`src/rtl/xbh_pkg.sv`:
```
package xbh_pkg;

    typedef enum logic [1:0] {
        XS_OWN     = 2'd0,
        XS_FLOAT   = 2'd1,
        XS_LENT    = 2'd2,
        XS_RECLAIM = 2'd3
    } xbh_state_e;

    typedef enum logic [1:0] {
        TAG_SOLO    = 2'b00,
        TAG_RD_HEAD = 2'b01,
        TAG_RD_WR   = 2'b10
    } acc_tag_e;

    typedef struct packed {
        logic grant;
        logic oe;
        logic hang;
        logic stall;
    } xbh_out_t;

    function automatic xbh_out_t xbh_decode(xbh_state_e st, logic pend, logic core_pend);
        xbh_out_t o;
        o.grant = (st == XS_LENT);
        o.oe    = (st == XS_OWN);
        o.hang  = (st != XS_OWN) && pend;
        o.stall = (st != XS_OWN) && core_pend;
        return o;
    endfunction

    function automatic logic xbh_tag_locks(logic [1:0] tag, logic excl);
        return (tag == TAG_RD_HEAD) || (excl && (tag == TAG_RD_WR));
    endfunction

endpackage

```
`src/rtl/xbh_sync.sv`:
```
module xbh_sync #(
    parameter int STAGES = 2
) (
    input  logic clk,
    input  logic rst,
    input  logic d,
    output logic q
);
    logic [STAGES-1:0] chain_q;

    generate
        for (genvar i = 0; i < STAGES; i++) begin : g_stage
            if (i == 0) begin : g_first
                always_ff @(posedge clk) begin
                    if (rst) chain_q[0] <= 1'b0;
                    else     chain_q[0] <= d;
                end
            end else begin : g_next
                always_ff @(posedge clk) begin
                    if (rst) chain_q[i] <= 1'b0;
                    else     chain_q[i] <= chain_q[i-1];
                end
            end
        end
    endgenerate

    assign q = chain_q[STAGES-1];
endmodule

```
`src/rtl/xbh_atomic.sv`:
```
module xbh_atomic
    import xbh_pkg::*;
(
    input  logic       clk,
    input  logic       rst,
    input  logic       acc_start,
    input  logic [1:0] acc_tag,
    input  logic       acc_done,
    input  logic       excl_mode,
    output logic       busy,
    output logic       lock
);
    logic busy_q, lock_q;

    always_ff @(posedge clk) begin
        if (rst) begin
            busy_q <= 1'b0;
            lock_q <= 1'b0;
        end else begin
            if (acc_start)     busy_q <= 1'b1;
            else if (acc_done) busy_q <= 1'b0;
            if (acc_start)     lock_q <= xbh_tag_locks(acc_tag, excl_mode);
        end
    end

    assign busy = busy_q;
    assign lock = lock_q;

    // a pair lock survives until the next access starts
    assert_lock_until_next_R6: assert property (@(posedge clk) disable iff (rst)
        (lock_q && !acc_start) |=> lock_q);

    // a started access keeps the block busy until a completion
    assert_busy_until_done_R6: assert property (@(posedge clk) disable iff (rst)
        (busy_q && !acc_done) |=> busy_q);
endmodule

```
`src/rtl/xbh_handover.sv`:
```
module xbh_handover
    import xbh_pkg::*;
(
    input  logic       clk,
    input  logic       rst,
    input  logic       ext_req,
    input  logic       block,
    output xbh_state_e state
);
    xbh_state_e st_q, st_d;

    always_comb begin
        st_d = st_q;
        unique case (st_q)
            XS_OWN:     if (ext_req && !block) st_d = XS_FLOAT;
            XS_FLOAT:   st_d = ext_req ? XS_LENT : XS_OWN;
            XS_LENT:    if (!ext_req) st_d = XS_RECLAIM;
            XS_RECLAIM: st_d = XS_OWN;
            default:    st_d = XS_OWN;
        endcase
    end

    always_ff @(posedge clk) begin
        if (rst) st_q <= XS_OWN;
        else     st_q <= st_d;
    end

    assign state = st_q;

    assert_hold_when_blocked_R3: assert property (@(posedge clk) disable iff (rst)
        (st_q == XS_OWN && block) |=> (st_q == XS_OWN));

    assert_release_R7: assert property (@(posedge clk) disable iff (rst)
        (st_q == XS_LENT && !ext_req) |=> (st_q == XS_RECLAIM));

    assert_abort_float_R11: assert property (@(posedge clk) disable iff (rst)
        (st_q == XS_FLOAT && !ext_req) |=> (st_q == XS_OWN));
endmodule

```
`src/rtl/xbus_handover_ctl.sv`:
```
module xbus_handover_ctl
    import xbh_pkg::*;
#(
    parameter int N_MASTERS   = 4,
    parameter int SYNC_STAGES = 2
) (
    input  logic                 clk,
    input  logic                 rst,
    input  logic                 boot_rst,
    input  logic                 excl_mode,
    input  logic                 bus_req_n,
    input  logic [N_MASTERS-1:0] int_req,
    input  logic                 acc_start,
    input  logic [1:0]           acc_tag,
    input  logic                 acc_done,
    output logic                 bus_grant,
    output logic                 grant_hang,
    output logic                 pad_oe,
    output logic                 core_stall
);
    localparam int CORE_IDX = 0;

    logic                 ext_req_s;
    logic                 acc_busy, acc_lock;
    logic [N_MASTERS-1:0] live_req;
    logic                 int_pend, block;
    xbh_state_e           state;
    xbh_out_t             outs;

    xbh_sync #(.STAGES(SYNC_STAGES)) u_sync (
        .clk (clk),
        .rst (rst),
        .d   (~bus_req_n),
        .q   (ext_req_s)
    );

    xbh_atomic u_atomic (
        .clk       (clk),
        .rst       (rst),
        .acc_start (acc_start),
        .acc_tag   (acc_tag),
        .acc_done  (acc_done),
        .excl_mode (excl_mode),
        .busy      (acc_busy),
        .lock      (acc_lock)
    );

    assign live_req = boot_rst ? '0 : int_req;
    assign int_pend = |live_req;
    assign block    = int_pend | acc_busy | acc_lock | acc_start;

    xbh_handover u_fsm (
        .clk     (clk),
        .rst     (rst),
        .ext_req (ext_req_s),
        .block   (block),
        .state   (state)
    );

    assign outs       = xbh_decode(state, int_pend, live_req[CORE_IDX]);
    assign bus_grant  = outs.grant;
    assign pad_oe     = outs.oe;
    assign grant_hang = outs.hang;
    assign core_stall = outs.stall;

    assert_float_before_grant_R4: assert property (@(posedge clk) disable iff (rst)
        $rose(bus_grant) |-> ($past(!pad_oe) && $past(!bus_grant)));

    assert_stall_only_lent_R5: assert property (@(posedge clk) disable iff (rst)
        core_stall |-> !pad_oe);

    assert_hang_only_lent_R8: assert property (@(posedge clk) disable iff (rst)
        grant_hang |-> !pad_oe);

    assert_boot_quiet_R9: assert property (@(posedge clk) disable iff (rst)
        boot_rst |-> (!core_stall && !grant_hang));
endmodule

```
`config.mk`:
```
export PLATFORM = sky130hd
export DESIGN_NAME = xbus_handover_ctl
export DESIGN_NICKNAME = d
export VERILOG_FILES = /design/src/rtl/xbh_pkg.sv /design/src/rtl/xbh_sync.sv /design/src/rtl/xbh_atomic.sv /design/src/rtl/xbh_handover.sv /design/src/rtl/xbus_handover_ctl.sv
export SDC_FILE = /design/constraint.sdc
export NUM_CORES = 1
export LEC_CHECK = 0
export BUFFER_PORTS_ARGS = -buffer_cell sky130_fd_sc_hd__buf_2
export CAP_MARGIN = 20
export CELL_PAD_IN_SITES_DETAIL_PLACEMENT = 1
export CELL_PAD_IN_SITES_GLOBAL_PLACEMENT = 1
export CORE_AREA = 2 2 39 41
export CTS_CLUSTER_DIAMETER = 30
export DETAILED_ROUTE_END_ITERATION = 10
export DIE_AREA = 0 0 41 43
export PLACE_DENSITY = 0.62
export SYNTH_ARGS = -nofsm -noshare
export SYNTH_HDL_FRONTEND = slang
export SYNTH_SLANG_ARGS = --single-unit
```
`constraint.sdc`:
```
create_clock -name clk -period 2.2 [get_ports clk]
set_input_delay 0.33 -clock clk [delete_from_list [all_inputs] [get_ports clk]]
set_output_delay 0.33 -clock clk [all_outputs]
set_load 0.01 [all_outputs]
```
==> impl_results.md <==
- Status: finished clean
- Final setup fails: 0
- Largest driver fanout on the critical path: 3
- Part of the power in the clock network: 40.7%
- Switching Fraction: 20.0%
- R2R depth: 2
- Worst Path Required: 1.87 ns
- Die H: 43 um
- Primary FF master, synth: dfxtp_1
- Iteration-0 DRC Markers: 1
- WP data arrival: 1.01 ns
- Area grow syn2layout: 49.0%
- GRT overflow: 0
- Nets: 61
- Largest family of logic cells by synthesized area: simple AND/OR/NAND/NOR gates
- Clock slew at reported path FFs: 0.04 ns
- WHS: 0.245 ns
- Tcrit/Tclk final: 60.9%
- Static Leakage: 0.176 nW
- Mapped Nets: 40
- Count leader, synth: dfxtp_1
- GP Congestion: 0.582
- Num Clock Sinks: 6
- Distinct cells, synth: 14
- Num CTS Buffers: 3
- Worst slew pin tran: 0.262 ns
- Xor and xnor fraction of the mapped netlist area: 0%
- Hold Path Class: in -> reg
- Max Clk Rate: 747 MHz
- Number of global-route vias before repair: 230
- Synth top area share: 48.0%
- Core box area: 1380 um2
- Storage cell area: 120 um2
- Diodes inserted: 0
- Cells on Worst Hold Path: 2
- RR Endpoint: u_fsm.state[0]
- Hold EP: u_sync.chain_q[0]
- Tot Pwr: 236 uW
- Simple-gate portion of the synthesized area: 29.0%
- Fin crit period: 1.34 ns
- First-pass DRT Iterations: 2
- Via/cell ratio: 4.15
- Later-pin clock latency in the skew report: 0.23 ns
- Sw Pwr: 47.3 uW
- Multiplexer area fraction after synthesis: 4.50%
- Total wire length: 543 um
- Vias: 257
- Pwr Density: 632 nW/um2
- Number of I/O pins: 17
- Pin count of the biggest net entering global routing: 8
- Synth area leaders: dfxtp_1 (48%), nor2_1 (6.0%), a211oi_2 (5.0%), nor2b_1 (5.0%), nor4_2 (5.0%)
- Layout cells sized above 1: 47.8%
- Cell internal pwr: 188 uW
- Fin util: 26.9%
- Post-synth top cells: dfxtp_1 (6), nor2_1 (4)
- CTS tree: built
- Initial antenna violation count: 0
- Die width: 41 um
- RSZ-0062 raised after global routing: no
- Clk root buf: clkbuf_4
- Seq/Total Area, Yosys: 48.0%
- H-tree depth: 1
- Multi-input gate area: 123 um2
- DP Worst Slack: 0.909 ns
- Post-synth EDFFs: 0
- Setup WS post-layout: 0.861 ns
- Clk_skew: 0.00161 ns
- Compound-cell area share of the yosys netlist: 15.5%
- CP Capture Type: output pin
- Adder-cell share of the synthesized area: 0%
- Residual DRC count: 0
- Core Rows: 14
- Starting Density: 18.1%
- Die area: 1760 um2
- Final Hold Violating Endpoints: 0
- Ys async rst share: 0%
- Average wire per standard cell: 8.76 um
- Area leader, netlist: dfxtp_1
- VDD IR max: 0.297 mV
- Global-route wire length before repair: 876 um
- # fillers: 186
- Element type at the critical path start: flip-flop
- All-Layer GR Usage: 7.75%
- Hold-fix buffers at CTS: 0
- Yosys reg bits: 6
- Critical path class: reg -> out
- Share of power burned in registers: 48.8%
- Start point of the worst hold path: bus_req_n
- Max clock buf depth: 2
- DP HPWL: 479 um
- Setup_tns: 0 ns
- Resized Gates After CTS: 0
- Gate power share: 10.5%
- Post-Synthesis Cell Area: 250 um2
- Relative slew slack: 82.4%
- Syn Inst Count: 27
- Routed Antenna Nets: 0
- Port bufs: 16
- Post-CTS Setup Bufs: 0
- Syn. warnings: 0
- Mean Syn Cell Area: 9.27 um2
- FF-to-FF setup slack: 1.33 ns
- Final Max Slew Viols: 0
- MaxCap Viol Count: 0
power groups by stage:
stage          Sequential, mW  Combinational [mW]  Clock, mW
2_1_floorplan           0.117             0.00953          0
3_3_place_gp            0.117              0.0248          0
3_5_place_dp            0.117              0.0254          0
4_1_cts                 0.115              0.0255      0.103
5_1_grt                 0.115              0.0281      0.107
6_report                0.115              0.0249     0.0959
critical path: stages (launching register included):
cell and delay, ns:
dfxtp_1 0.34, or2b_1 0.27, inv_1 0.06, buf_2 0.12
layer usage:
layer	vias up	share of wire (%)	track usage, %	wire length, um
met3	2	16	3.14	88
li1	135	-	-	-
met4	0	1.8	8.00	10
met2	15	41	10.6	225
met5	-	0	0	0
met1	105	40	8.12	219
worst max-delay path by stage:
stage | endpoint | start
after floorplan | core_stall | u_fsm.state[0]
after global placement | grant_hang | int_req[0]
after detailed placement | grant_hang | int_req[0]
after CTS | bus_grant | flip-flop
after global routing | bus_grant | flip-flop
final | bus_grant | flip-flop
stage by stage:
stage | cells | instance area [um2]
final | 62 | 373
after CTS | 62 | 373
after detailed placement | 59 | 350
after global routing | 62 | 373
after floorplan | 27 | 250
after global placement | 59 | 350
cells by family (layout without fill, tap and decap cells):
family | Yosys count | count (layout)
buffers and inverters | 2 | 21
AOI/OAI and AO/OA | 5 | 5
DFF | 6 | 6
muxes | 1 | 1
and+or+nand+nor | 13 | 13
final cells by class:
| class | instances | area share (%) |
|---|---|---|
| Timing Repair Buffer | 16 | 21.5 |
| Inverter | 2 | 2.01 |
| Sequential cell | 6 | 32.2 |
| Multi-Input combinational cell | 19 | 32.9 |
| Clock buffer | 3 | 6.04 |
| Tap cell | 16 | 5.37 |
cells in the final DEF, fill, tap and decap left out:
cell,synthesis,routed
o2111ai_1,1,1
dfxtp_1,6,6
buf_2,0,16
nand2_1,2,2
a211oi_2,1,1
nor4_2,1,1
mux2_2,1,1
a21oi_1,2,2
nor2b_1,2,2
nor3b_1,1,1
nor2_1,4,4
inv_1,2,2
clkbuf_4,0,3
nor3_1,2,2
o31ai_1,1,1
or2b_1,1,1
No activity file was read; power rests on OpenSTA's default activity.
